File: config.mk
export PLATFORM = sky130hd
export DESIGN_NAME = acc_cpu
export DESIGN_NICKNAME = d
export VERILOG_FILES = /design/src/rtl/acc_cpu_pkg.sv /design/src/rtl/acc_cpu_alu.sv /design/src/rtl/acc_cpu_ctrl.sv /design/src/rtl/acc_cpu_dpath.sv /design/src/rtl/acc_cpu.sv
export SDC_FILE = /design/constraint.sdc
export NUM_CORES = 1
export LEC_CHECK = 0
export BUFFER_PORTS_ARGS = -buffer_cell sky130_fd_sc_hd__buf_4
export CELL_PAD_IN_SITES_DETAIL_PLACEMENT = 1
export CELL_PAD_IN_SITES_GLOBAL_PLACEMENT = 1
export CORE_MARGIN = 4
export CORE_UTILIZATION = 40
export CTS_CLUSTER_SIZE = 28
export DETAILED_ROUTE_END_ITERATION = 8
export GPL_TIMING_DRIVEN = 0
export PLACE_DENSITY = 0.83
export SYNTH_ARGS = -nofsm -noshare
export SYNTH_HDL_FRONTEND = slang
export SYNTH_HIERARCHICAL = 1
export SYNTH_SLANG_ARGS = --single-unit
File: constraint.sdc
create_clock -name clk -period 5.95 [get_ports clk]
set_input_delay 1.785 -clock clk [delete_from_list [all_inputs] [get_ports clk]]
set_output_delay 1.785 -clock clk [all_outputs]
set_load 0.01 [all_outputs]
File: src/rtl/acc_cpu_pkg.sv
// Package: shared sizes, operation codes and control-state encoding for the
// accumulator core. Assumes a 16-bit word with a 4-bit code in the top bits.
package acc_cpu_pkg;

    localparam int WORD_W = 16;
    localparam int ADDR_W = 12;
    localparam int OPC_W  = WORD_W - ADDR_W;

    localparam logic [OPC_W-1:0] OPC_HALT  = 4'h0;
    localparam logic [OPC_W-1:0] OPC_LOAD  = 4'h1;
    localparam logic [OPC_W-1:0] OPC_STORE = 4'h2;
    localparam logic [OPC_W-1:0] OPC_ADD   = 4'h5;
    localparam logic [OPC_W-1:0] OPC_JUMP  = 4'h8;
    localparam logic [OPC_W-1:0] OPC_RETI  = 4'hF;

    typedef enum logic [3:0] {
        ST_FETCH,
        ST_FWAIT,
        ST_DECODE,
        ST_OPRD,
        ST_OPWAIT,
        ST_EXEC,
        ST_WBACK,
        ST_ICHK,
        ST_HALT
    } cpu_state_t;

    // Per-cycle strobes from the sequencer to the datapath.
    typedef struct packed {
        logic pc_step;
        logic ir_load;
        logic buf_load;
        logic acc_load;
        logic acc_add;
        logic pc_jump;
        logic ctx_save;
        logic ctx_restore;
        logic addr_opnd;
        logic wr_en;
    } cpu_ctl_t;

endpackage

File: src/rtl/acc_cpu_alu.sv
// Accumulator arithmetic: either passes the operand through (load) or adds it
// to the accumulator. Assumes wrap-around arithmetic with no carry out.
module acc_cpu_alu #(
    parameter int W = 16
) (
    input  logic [W-1:0] acc_in,
    input  logic [W-1:0] opnd_in,
    input  logic         add_sel,
    output logic [W-1:0] result
);

    // Select load value or modular sum.
    always_comb begin
        if (add_sel) result = acc_in + opnd_in;
        else         result = opnd_in;
    end

endmodule

File: src/rtl/acc_cpu_ctrl.sv
// Instruction sequencer: walks fetch, wait, decode, operand read or store,
// execute and interrupt check. Owns the interrupt mask.
// Assumes read data is valid one cycle after the address is presented.
module acc_cpu_ctrl
    import acc_cpu_pkg::*;
#(
    parameter int CODE_W = OPC_W
) (
    input  logic              clk,
    input  logic              rst_n,
    input  logic [CODE_W-1:0] opcode,
    input  logic              irq,
    output cpu_ctl_t          ctl,
    output logic              irq_ack,
    output logic              halted
);

    cpu_state_t state_q, state_d;
    logic       mask_q;
    logic       take_irq;

    assign take_irq = (state_q == ST_ICHK) && irq && !mask_q;
    assign irq_ack  = take_irq;
    assign halted   = (state_q == ST_HALT);

    // Next-state selection.
    always_comb begin
        state_d = state_q;
        unique case (state_q)
            ST_FETCH:  state_d = ST_FWAIT;
            ST_FWAIT:  state_d = ST_DECODE;
            ST_DECODE: begin
                case (opcode)
                    OPC_HALT:           state_d = ST_HALT;
                    OPC_LOAD, OPC_ADD:  state_d = ST_OPRD;
                    OPC_STORE:          state_d = ST_WBACK;
                    OPC_JUMP, OPC_RETI: state_d = ST_EXEC;
                    default:            state_d = ST_ICHK;
                endcase
            end
            ST_OPRD:   state_d = ST_OPWAIT;
            ST_OPWAIT: state_d = ST_EXEC;
            ST_EXEC:   state_d = ST_ICHK;
            ST_WBACK:  state_d = ST_ICHK;
            ST_ICHK:   state_d = ST_FETCH;
            ST_HALT:   state_d = ST_HALT;
            default:   state_d = ST_FETCH;
        endcase
    end

    // Strobe generation per state.
    always_comb begin
        ctl = '0;
        unique case (state_q)
            ST_FETCH:  ctl.pc_step  = 1'b1;
            ST_FWAIT:  ctl.ir_load  = 1'b1;
            ST_OPRD:   ctl.addr_opnd = 1'b1;
            ST_OPWAIT: begin
                ctl.addr_opnd = 1'b1;
                ctl.buf_load  = 1'b1;
            end
            ST_EXEC: begin
                ctl.addr_opnd   = 1'b1;
                ctl.acc_load    = (opcode == OPC_LOAD) || (opcode == OPC_ADD);
                ctl.acc_add     = (opcode == OPC_ADD);
                ctl.pc_jump     = (opcode == OPC_JUMP);
                ctl.ctx_restore = (opcode == OPC_RETI);
            end
            ST_WBACK: begin
                ctl.addr_opnd = 1'b1;
                ctl.wr_en     = 1'b1;
            end
            ST_ICHK:   ctl.ctx_save = take_irq;
            default:   ctl = '0;
        endcase
    end

    // State register.
    always_ff @(posedge clk) begin
        if (!rst_n) state_q <= ST_FETCH;
        else        state_q <= state_d;
    end

    // Interrupt mask: set on entry to the handler, cleared by return.
    always_ff @(posedge clk) begin
        if (!rst_n)               mask_q <= 1'b0;
        else if (take_irq)        mask_q <= 1'b1;
        else if (ctl.ctx_restore) mask_q <= 1'b0;
    end

    a_r7_halt_sticky: assert property (@(posedge clk) disable iff (!rst_n)
        halted |=> (halted && !irq_ack && !ctl.wr_en));

    a_r8_ack_single: assert property (@(posedge clk) disable iff (!rst_n)
        irq_ack |=> !irq_ack);

    a_r10_mask_on_entry: assert property (@(posedge clk) disable iff (!rst_n)
        irq_ack |=> mask_q);

    a_r5_write_one_cycle: assert property (@(posedge clk) disable iff (!rst_n)
        ctl.wr_en |=> !ctl.wr_en);

endmodule

File: src/rtl/acc_cpu_dpath.sv
// Datapath: program counter, instruction register, data buffer, accumulator
// and the saved interrupt context. Assumes one strobe set per cycle from the
// sequencer and a fixed handler entry address.
module acc_cpu_dpath
    import acc_cpu_pkg::*;
#(
    parameter int                W        = WORD_W,
    parameter int                AW       = ADDR_W,
    parameter logic [ADDR_W-1:0] VEC_ADDR = 12'hFF0
) (
    input  logic          clk,
    input  logic          rst_n,
    input  cpu_ctl_t      ctl,
    input  logic [W-1:0]  mem_rdata,
    output logic [W-AW-1:0] opcode,
    output logic [AW-1:0] mem_addr,
    output logic [W-1:0]  mem_wdata,
    output logic          mem_we
);

    localparam int CW = W - AW;

    logic [AW-1:0] pc_q, save_pc_q;
    logic [W-1:0]  ir_q, buf_q, acc_q, save_acc_q;
    logic [W-1:0]  alu_out;
    logic [AW-1:0] opnd_addr;

    assign opnd_addr = ir_q[AW-1:0];
    assign opcode    = ir_q[W-1:AW];
    assign mem_addr  = ctl.addr_opnd ? opnd_addr : pc_q;
    assign mem_wdata = acc_q;
    assign mem_we    = ctl.wr_en;

    acc_cpu_alu #(.W(W)) u_alu (
        .acc_in (acc_q),
        .opnd_in(buf_q),
        .add_sel(ctl.acc_add),
        .result (alu_out)
    );

    // Program counter: step, jump, vector or restore.
    always_ff @(posedge clk) begin
        if (!rst_n)               pc_q <= '0;
        else if (ctl.ctx_save)    pc_q <= VEC_ADDR;
        else if (ctl.ctx_restore) pc_q <= save_pc_q;
        else if (ctl.pc_jump)     pc_q <= opnd_addr;
        else if (ctl.pc_step)     pc_q <= pc_q + 1'b1;
    end

    // Instruction register captures the fetched word.
    always_ff @(posedge clk) begin
        if (!rst_n)           ir_q <= '0;
        else if (ctl.ir_load) ir_q <= mem_rdata;
    end

    // Data buffer captures the operand word.
    always_ff @(posedge clk) begin
        if (!rst_n)            buf_q <= '0;
        else if (ctl.buf_load) buf_q <= mem_rdata;
    end

    // Accumulator: loaded from the ALU or restored from the saved context.
    always_ff @(posedge clk) begin
        if (!rst_n)               acc_q <= '0;
        else if (ctl.ctx_restore) acc_q <= save_acc_q;
        else if (ctl.acc_load)    acc_q <= alu_out;
    end

    // Saved context captured when an interrupt is taken.
    always_ff @(posedge clk) begin
        if (!rst_n) begin
            save_pc_q  <= '0;
            save_acc_q <= '0;
        end else if (ctl.ctx_save) begin
            save_pc_q  <= pc_q;
            save_acc_q <= acc_q;
        end
    end

    a_r2_pc_step: assert property (@(posedge clk) disable iff (!rst_n)
        ctl.pc_step |=> (pc_q == $past(pc_q) + 1'b1));

    a_r9_restore_pc: assert property (@(posedge clk) disable iff (!rst_n)
        ctl.ctx_restore |=> (pc_q == $past(save_pc_q) && acc_q == $past(save_acc_q)));

    a_r8_vector_pc: assert property (@(posedge clk) disable iff (!rst_n)
        ctl.ctx_save |=> (pc_q == VEC_ADDR));

    a_r6_jump_target: assert property (@(posedge clk) disable iff (!rst_n)
        ctl.pc_jump |=> (pc_q == $past(opnd_addr)));

    initial assert (CW == 4) else $error("operation code width must be 4");

endmodule

File: src/rtl/acc_cpu.sv
// Top of the accumulator core: joins the sequencer and the datapath to a
// synchronous single-port memory. Assumes read latency of one cycle.
module acc_cpu
    import acc_cpu_pkg::*;
#(
    parameter logic [ADDR_W-1:0] HANDLER_ADDR = 12'hFF0
) (
    input  logic              clk,
    input  logic              rst_n,
    output logic [ADDR_W-1:0] mem_addr,
    output logic [WORD_W-1:0] mem_wdata,
    input  logic [WORD_W-1:0] mem_rdata,
    output logic              mem_we,
    input  logic              irq,
    output logic              irq_ack,
    output logic              halted
);

    cpu_ctl_t         ctl;
    logic [OPC_W-1:0] opcode;

    acc_cpu_ctrl #(.CODE_W(OPC_W)) u_ctrl (
        .clk    (clk),
        .rst_n  (rst_n),
        .opcode (opcode),
        .irq    (irq),
        .ctl    (ctl),
        .irq_ack(irq_ack),
        .halted (halted)
    );

    acc_cpu_dpath #(
        .W       (WORD_W),
        .AW      (ADDR_W),
        .VEC_ADDR(HANDLER_ADDR)
    ) u_dpath (
        .clk      (clk),
        .rst_n    (rst_n),
        .ctl      (ctl),
        .mem_rdata(mem_rdata),
        .opcode   (opcode),
        .mem_addr (mem_addr),
        .mem_wdata(mem_wdata),
        .mem_we   (mem_we)
    );

    a_r8_ack_then_vector: assert property (@(posedge clk) disable iff (!rst_n)
        irq_ack |=> (mem_addr == HANDLER_ADDR && !mem_we));

endmodule

**Word-level counts from Yosys, hierarchy flattened**

Cells that the tools add are included.

- Add/sub/neg operators: 2
- Eq/ne operators: 13
- Mux-type cells: 20
- Bitwise operators: 1
- Reductions and logical operators: 15

Operators with widths:

| kind | count |
|---|---|
| $mux W12 | 5 |
| $mux W16 | 3 |
| $pmux W4 S7 | 1 |
| $eq A4 B3 Y1 const B | 5 |
| $add A16 B16 Y16 | 1 |
| $pmux W4 S4 | 1 |
| $add A12 B1 Y12 const B | 1 |
| $eq A4 B2 Y1 const B | 3 |
| $eq A4 B4 Y1 const B | 3 |
| $mux W1 | 9 |
| $eq A4 B1 Y1 const B | 2 |
| $logic_not A4 Y1 | 2 |
| $reduce_or A2 Y1 | 4 |
| $reduce_bool A2 Y1 | 2 |
| $reduce_bool A4 Y1 | 1 |
| $reduce_or A4 Y1 | 1 |
| $mux W3 | 1 |
| $reduce_bool A3 Y1 | 1 |
| $logic_and A1 B1 Y1 | 2 |
| $logic_not A1 Y1 | 1 |
| $logic_or A1 B1 Y1 | 1 |
| $not A1 Y1 | 1 |

- Register bits after elaboration: 93
- Input port bits: 19
- Output and inout bits: 31
- Logic and storage cells: 60

**Depth between registers and ports, before layout**

Gate-level depths: netlist of the first run.

- Word-level depth: 6
- Depth in mapped cells: 11
- Depth with buffers taken out: 11

**Modules after synthesis**

Netlist of the first run, hierarchy kept.

By module, submodules not included:

| module | instances | cells each | area each (um2) |
|---|---|---|---|
| acc_cpu_dpath | 1 | 413 | 4,112.7 |
| acc_cpu_alu | 1 | 115 | 903.4 |
| acc_cpu_ctrl | 1 | 52 | 430.4 |

**Least setup slack after synthesis of the first run**

OpenSTA, ideal clock, no wires.

- Path kind: input to output
- Start: input port irq
- End: output port irq_ack
- Data arrival time: 2.098 ns
- Required time: 4.165 ns
- Path slack: 2.067 ns
- Stages on the path: 2
- Path through: nand4b_1 nor2_1

- Cells in the longest elaborated chain, start to end: 2

RTL lines:

| what | line | text |
|---|---|---|
| start, declared | acc_cpu.sv:14 | `input logic irq,` |
| $logic_and A1 B1 Y1 (2 in series) | acc_cpu_ctrl.sv:22 | `assign take_irq = (state_q == ST_ICHK) && irq && !mask_q;` |
| end, declared | acc_cpu.sv:15 | `output logic irq_ack,` |

Every way passes these cells.

**Final worst setup path of the first run**

Same ends and word-level chain as after synthesis.

==> results of run 1 <==
-- sequential cells by signal, indices dropped and copies added, names as in the netlist --
signal and count:
u_dpath/buf_q 16, u_dpath/mem_wdata 16, u_dpath/save_acc_q 16, u_dpath/ir_q 16
u_dpath/save_pc_q 12, u_dpath/pc_q 12, u_ctrl/state_q 4, u_ctrl/mask_q 1
-- through the flow --
step,total power (uW),worst slack [ps],hold slack (ps)
after global placement,1410,1900,464
after CTS,2010,1870,496
final,2010,1880,503
after floorplan,1250,2070,457
after global routing,2120,1750,518
after detailed placement,1450,1880,490
-- final timing paths --
| path | from | endpoint | slack, ps | cells past startpoint |
|---|---|---|---|---|
| setup reg to reg | u_dpath/mem_wdata[0]$_SDFFE_PN0P_ | u_dpath/mem_wdata[12]$_SDFFE_PN0P_ | 2960 | 11 |
| setup / recovery | irq | irq_ack | 1880 | 4 |
| hold reg to reg | u_dpath/save_acc_q[4]$_SDFFE_PN0P_ | u_dpath/mem_wdata[4]$_SDFFE_PN0P_ | 500 | 1 |
| hold / removal | u_dpath/save_acc_q[4]$_SDFFE_PN0P_ | u_dpath/mem_wdata[4]$_SDFFE_PN0P_ | 500 | 1 |
-- logic make-up after synthesis --
kind of cell	Yosys count
compound gates	111
xor+xnor	18
fa+ha+maj	17
buf+inv	54
flops	93
mux	101
simple gates	186
-- metal layers --
metal  up-vias  share of wire, %
met5         -                 0
met4         0               2.3
met3        31               3.1
met2       109                48
met1      2291                47
li1       2208                 -
-- Yosys cell counts (2+ instances only) --
| library cell | n |
|---|---|
| nand3b_1 | 5 |
| o211a_1 | 16 |
| a221o_1 | 2 |
| buf_4 | 13 |
| and3_2 | 2 |
| dfxtp_1 | 93 |
| nor2b_1 | 64 |
| nor3_1 | 8 |
| inv_2 | 2 |
| xnor2_1 | 12 |
| o21ai_1 | 4 |
| buf_2 | 19 |
| o211ai_1 | 4 |
| a211oi_2 | 2 |
| o22ai_1 | 2 |
| o31ai_1 | 6 |
| xor2_1 | 6 |
| and2_1 | 3 |
| a21o_1 | 7 |
| nand2_1 | 42 |
| o21ai_0 | 9 |
| nand2b_1 | 6 |
| nor4_1 | 5 |
| and3_1 | 7 |
| ha_1 | 16 |
| o21a_1 | 5 |
| o21bai_1 | 2 |
| a21boi_1 | 4 |
| inv_1 | 7 |
| a31oi_1 | 7 |
| a221oi_1 | 5 |
| mux2i_1 | 77 |
| a21oi_1 | 24 |
| mux2_2 | 24 |
| nand3_1 | 10 |
| nand4_1 | 6 |
| clkbuf_1 | 10 |
| buf_1 | 2 |
| nor2_1 | 15 |
-- cell type report --
cell class	count	area, um^2	area share, %
plain buffers	45	249	3.94
inverters	9	33.8	0.535
clock buffers	13	280	4.43
multi-input cells	433	3300	52.2
well taps	176	220	3.48
repair buffers	49	368	5.82
flip-flops and latches	93	1860	29.5
clock inverters	1	5.00	0.0792
-- power breakdown --
group	total [uW]	internal (uW)	switching, uW
Clock	566	324	242
Sequential	766	694	72.6
Combinational	674	308	367
Total	2010	1330	681
==> results.py, run 1 <==
metrics = {
    "critical_path": {
        "cp.required_ps": 4160,
        "crit_chain": "buf_4 -> nand4b_1 -> nor2_1 -> buf_4",
        "critPathBufInv": 2,
        "critical_path_arrival_ps": 2280,
        "crit_top_cell": "buf_4",
        "startpoint_type": "input pin",
        "crit_slowest_cell": "nor2_1",
        "critPathTopFamily": "simple AND/OR/NAND/NOR gates",
        "worstSetupPathType": "in -> out",
        "crit_path_max_incr_delay_ps": 160,
        "critPathMaxFanout": 2,
        "critPathCaptureType": "output port",
    },
    "placed_design": {
        "gp_congestion": 0.908,
        "port-buffer-count": 49,
        "placed_cell_area_um2": 6030,
        "dp_hpwl_um": 11700,
        "dp.cells": 805,
    },
    "detailed_routing": {
        "drc": 0,
        "drtIter0Drc": 284,
        "wl_um": 16200,
        "ant_nets": 0,
        "avgRoutedWirePerCell_um": 19.8,
        "num_vias": 4639,
        "first_pass_iters": 6,
        "avgViaCountPerCell": 5.66,
    },
    "clock_network": {
        "htreeDepth": 3,
        "cts-root-buf": "clkbuf_16",
        "clkTransAtPathRegs_ps": 60,
        "cts_tree": "yes",
        "numCtsBuffers": 9,
        "cts_resized": 0,
        "postCtsSetupRepairBufs": 0,
        "cts_sinks": 93,
        "cts_hold_buf": 0,
        "clk_path_buf_depth": 2,
        "clk_latency_ps": 350,
    },
    "sta": {
        "period_share_pct": 68.4,
        "max_slew.worst_pin.slew_ps": 1060,
        "fin_worst_skew_ps": 6.01,
        "hold_viol": 0,
        "drv_slew": 0,
        "slew_headroom_pct": 29.0,
        "setup-violations-final": 0,
        "rsz0062_at_grt": "no",
        "fin_tns_setup_ps": 0,
        "finalCriticalPeriod_ps": 4070,
        "max_freq_ghz": 0.246,
    },
    "global_route": {
        "use_met2_pct": 34.1,
        "met3_usage_pct": 2.87,
        "use_met1_pct": 27.2,
        "antenna_found_initial": 0,
        "busiest_layer": "met2",
        "grt_pass1_vias": 4912,
        "track_usage_pct": 20.7,
        "grt_max_degree": 14,
        "grt_pass1_wl_um": 26000,
        "overflow": 0,
    },
    "yosys": {
        "synthMuxAreaShare_pct": 19.1,
        "synth_cell_type_count": 66,
        "synth_nets": 616,
        "synthSimpleGateAreaFrac_pct": 19.6,
        "yosys.area.top_type_share_pct": 34.2,
        "synth_seq_cells": 93,
        "synth_edf_count": 0,
        "netlist_instances": 580,
        "synth_top_family_by_area": "simple AND/OR/NAND/NOR gates",
        "synth-compound-area-share_pct": 15.0,
        "synthArstFlopShare_pct": 0,
        "synth-main-ff-cell": "dfxtp_1",
        "synth_fa_ha_area_share_pct": 4.04,
        "netlist_top_cells_area": "dfxtp_1, mux2i_1, nor2b_1",
        "synth-seq-area-share_pct": 34.2,
        "synth_area_um2": 5450,
        "yosysWarnings": 6,
        "yosysTopAreaCell": "dfxtp_1",
        "syn_avg_cell_area_um2": 9.39,
        "synthXorXnorAreaFrac_pct": 2.89,
    },
    "die": {
        "core_area_um2": 13300,
        "die_h_um": 125,
        "ios": 50,
        "rows": 42,
        "die_w_um": 125,
        "start_util_pct": 41.0,
        "design.die.area_um2": 15500,
    },
    "flow_run": {
        "maxCapViolCount": 0,
    },
    "cells_and_area": {
        "fin_nets": 676,
        "layoutNonFillerInstCount": 819,
        "fin_area_um2": 6320,
        "antenna_cells": 0,
        "fill_cells": 1529,
        "syn2layout_area_growth_pct": 16.0,
        "final_util_pct": 47.5,
        "layout-drive-gt1-share_pct": 20.5,
        "layout_commonest_cell": "dfxtp_1",
        "most-common-layout-cells": "dfxtp_1, mux2i_1, nor2b_1, buf_4, nand2_1",
    },
    "pwr": {
        "p_leak_uw": 0.00266,
        "p_per_area_nw_per_um2": 317,
        "peakVddDrop_mv": 0.133,
    },
    "hold_path": {
        "worstHoldPathType": "reg -> reg",
    },
    "run_status": {
        "status": "complete, no violations",
    },
}
Power figures use the tool's default switching activity.
==> inputs of run 2 (changes only) <==
PLACE_DENSITY = 0.85   (was 0.83)
clock period = 3.3 ns   (was 5.95 ns; I/O delays follow)
==> results.py, run 2 (synthesized netlist as in run 1, its figures left out) <==
metrics = {
    "sta": {
        "finalCriticalPeriod_ps": 3190,
        "layout_setup_ws_ps": 110,
        "slew_headroom_pct": 28.9,
        "fin_worst_skew_ps": 4.74,
        "setup-violations-final": 0,
        "max_freq_ghz": 0.314,
        "hold_viol": 0,
        "drv_slew": 0,
        "rsz0062_at_grt": "no",
        "period_share_pct": 96.7,
        "fin_tns_setup_ps": 0,
        "max_slew.worst_pin.slew_ps": 1060,
    },
    "die": {
        "start_util_pct": 41.0,
        "design.die.area_um2": 15500,
        "ios": 50,
        "die_h_um": 125,
        "rows": 42,
        "die_w_um": 125,
        "core_area_um2": 13300,
    },
    "detailed_routing": {
        "ant_nets": 0,
        "num_vias": 4638,
        "first_pass_iters": 4,
        "avgRoutedWirePerCell_um": 19.6,
        "avgViaCountPerCell": 5.65,
        "wl_um": 16100,
        "drtIter0Drc": 287,
        "drc": 0,
    },
    "critical_path": {
        "worstSetupPathType": "reg -> out",
        "critPathMaxFanout": 10,
        "rrSetupSlack_ps": 360,
        "crit_top_cell": "clkbuf_4",
        "crit_slowest_cell": "mux2_2",
        "critPathCaptureType": "output port",
        "critical_path_arrival_ps": 2200,
        "critPathTopFamily": "buffers and inverters",
        "startpoint_type": "register",
        "cp.required_ps": 2310,
        "crit_chain": "clkbuf_4 -> a21boi_1 -> o21bai_1 -> inv_1 -> clkbuf_4 -> mux2_2 -> buf_4",
        "crit_path_max_incr_delay_ps": 370,
        "critPathBufInv": 4,
    },
    "cells_and_area": {
        "fin_nets": 676,
        "syn2layout_area_growth_pct": 16.9,
        "fill_cells": 1516,
        "most-common-layout-cells": "dfxtp_1, mux2i_1, nor2b_1, buf_4, nand2_1",
        "final_util_pct": 47.9,
        "antenna_cells": 0,
        "layout_commonest_cell": "dfxtp_1",
        "layout-drive-gt1-share_pct": 20.9,
        "fin_area_um2": 6360,
    },
    "global_route": {
        "overflow": 0,
        "grt_max_degree": 17,
        "track_usage_pct": 20.7,
        "grt_pass1_wl_um": 26200,
        "grt_pass1_vias": 4957,
        "antenna_found_initial": 0,
    },
    "clock_network": {
        "cts_tree": "yes",
        "cts-root-buf": "clkbuf_16",
        "clkTransAtPathRegs_ps": 70,
        "htreeDepth": 3,
        "postCtsSetupRepairBufs": 0,
        "numCtsBuffers": 9,
        "clk_path_buf_depth": 2,
        "clk_latency_ps": 350,
        "cts_sinks": 93,
    },
    "placed_design": {
        "gp_congestion": 0.894,
        "port-buffer-count": 49,
        "dp_slack_ps": 431,
        "placed_cell_area_um2": 6030,
        "dp_hpwl_um": 11600,
    },
    "flow_run": {
        "maxCapViolCount": 0,
    },
    "pwr": {
        "p_per_area_nw_per_um2": 589,
        "peakVddDrop_mv": 0.293,
        "p_leak_uw": 0.00266,
    },
    "run_status": {
        "status": "complete, no violations",
    },
    "hold_path": {
        "worstHoldPathType": "reg -> reg",
    },
}
==> run 2: changes by cell type in the layout (fill, tap and decap cells not counted), sizes merged <==
cell	previous run	this run
clkbuf	23	21
buf	84	82
clkinv	1	0
clkinvlp	0	4
bufinv	0	2
inv	9	10
==> run 2: timing repair <==
action	in CTS	in global routing
hold buffers	0	0
resized for setup	0	3
endpoints found under the setup margin	0	9
==> run 2: final timing paths <==
path / from / endpoint / cells past startpoint
max: u_ctrl/state_q[0]$_SDFF_PN0_ / mem_addr[2] / 7
min: u_dpath/save_acc_q[5]$_SDFFE_PN0P_ / u_dpath/mem_wdata[5]$_SDFFE_PN0P_ / 1
max reg2reg: u_dpath/mem_wdata[0]$_SDFFE_PN0P_ / u_dpath/mem_wdata[10]$_SDFFE_PN0P_ / 11
min reg2reg: u_dpath/save_acc_q[5]$_SDFFE_PN0P_ / u_dpath/mem_wdata[5]$_SDFFE_PN0P_ / 1
==> run 2: cell type report <==
cell class	count	area, um^2	share of cell area (%)
Clock inverter	7	98.8	1.55
Clock buffer	9	225	3.54
Multi-Input combinational cell	433	3300	51.9
Buffer	45	254	3.99
Timing Repair Buffer	49	368	5.78
Tap cell	176	220	3.46
Inverter	9	33.8	0.531
Sequential cell	93	1860	29.3
==> run 2: per-layer routing <==
| layer | vias up | share of wire (%) | GRT usage (%) |
|---|---|---|---|
| met5 | - | 0 | 0 |
| met4 | 0 | 3.2 | 9.61 |
| met3 | 41 | 2.9 | 2.87 |
| met2 | 105 | 47 | 33.9 |
| met1 | 2286 | 47 | 26.8 |
| li1 | 2206 | - | - |
==> run 2: worst reg2reg max path, delay by kind of cell, from the launching register on <==
family | cells | cell delay (ps)
xor+xnor | 1 | 100
mux | 2 | 420
flops | 1 | 340
compound gates | 5 | 1240
simple gates | 1 | 70
fa+ha+maj | 2 | 660
==> run 2: metrics by stage <==
stage | cells | hold slack, ps | power (uW)
floorplan | 580 | 457 | 2250
global placement | 805 | 470 | 2540
detailed placement | 805 | 490 | 2600
CTS | 821 | 506 | 3750
global route | 821 | 522 | 3940
finish | 821 | 506 | 3750
==> run 2: power by group <==
group | internal (uW) | switching, uW | leakage, uW | total (uW)
clock network | 666 | 468 | 0.000144 | 1130
registers | 1250 | 130 | 0.000753 | 1380
logic | 560 | 676 | 0.00176 | 1240
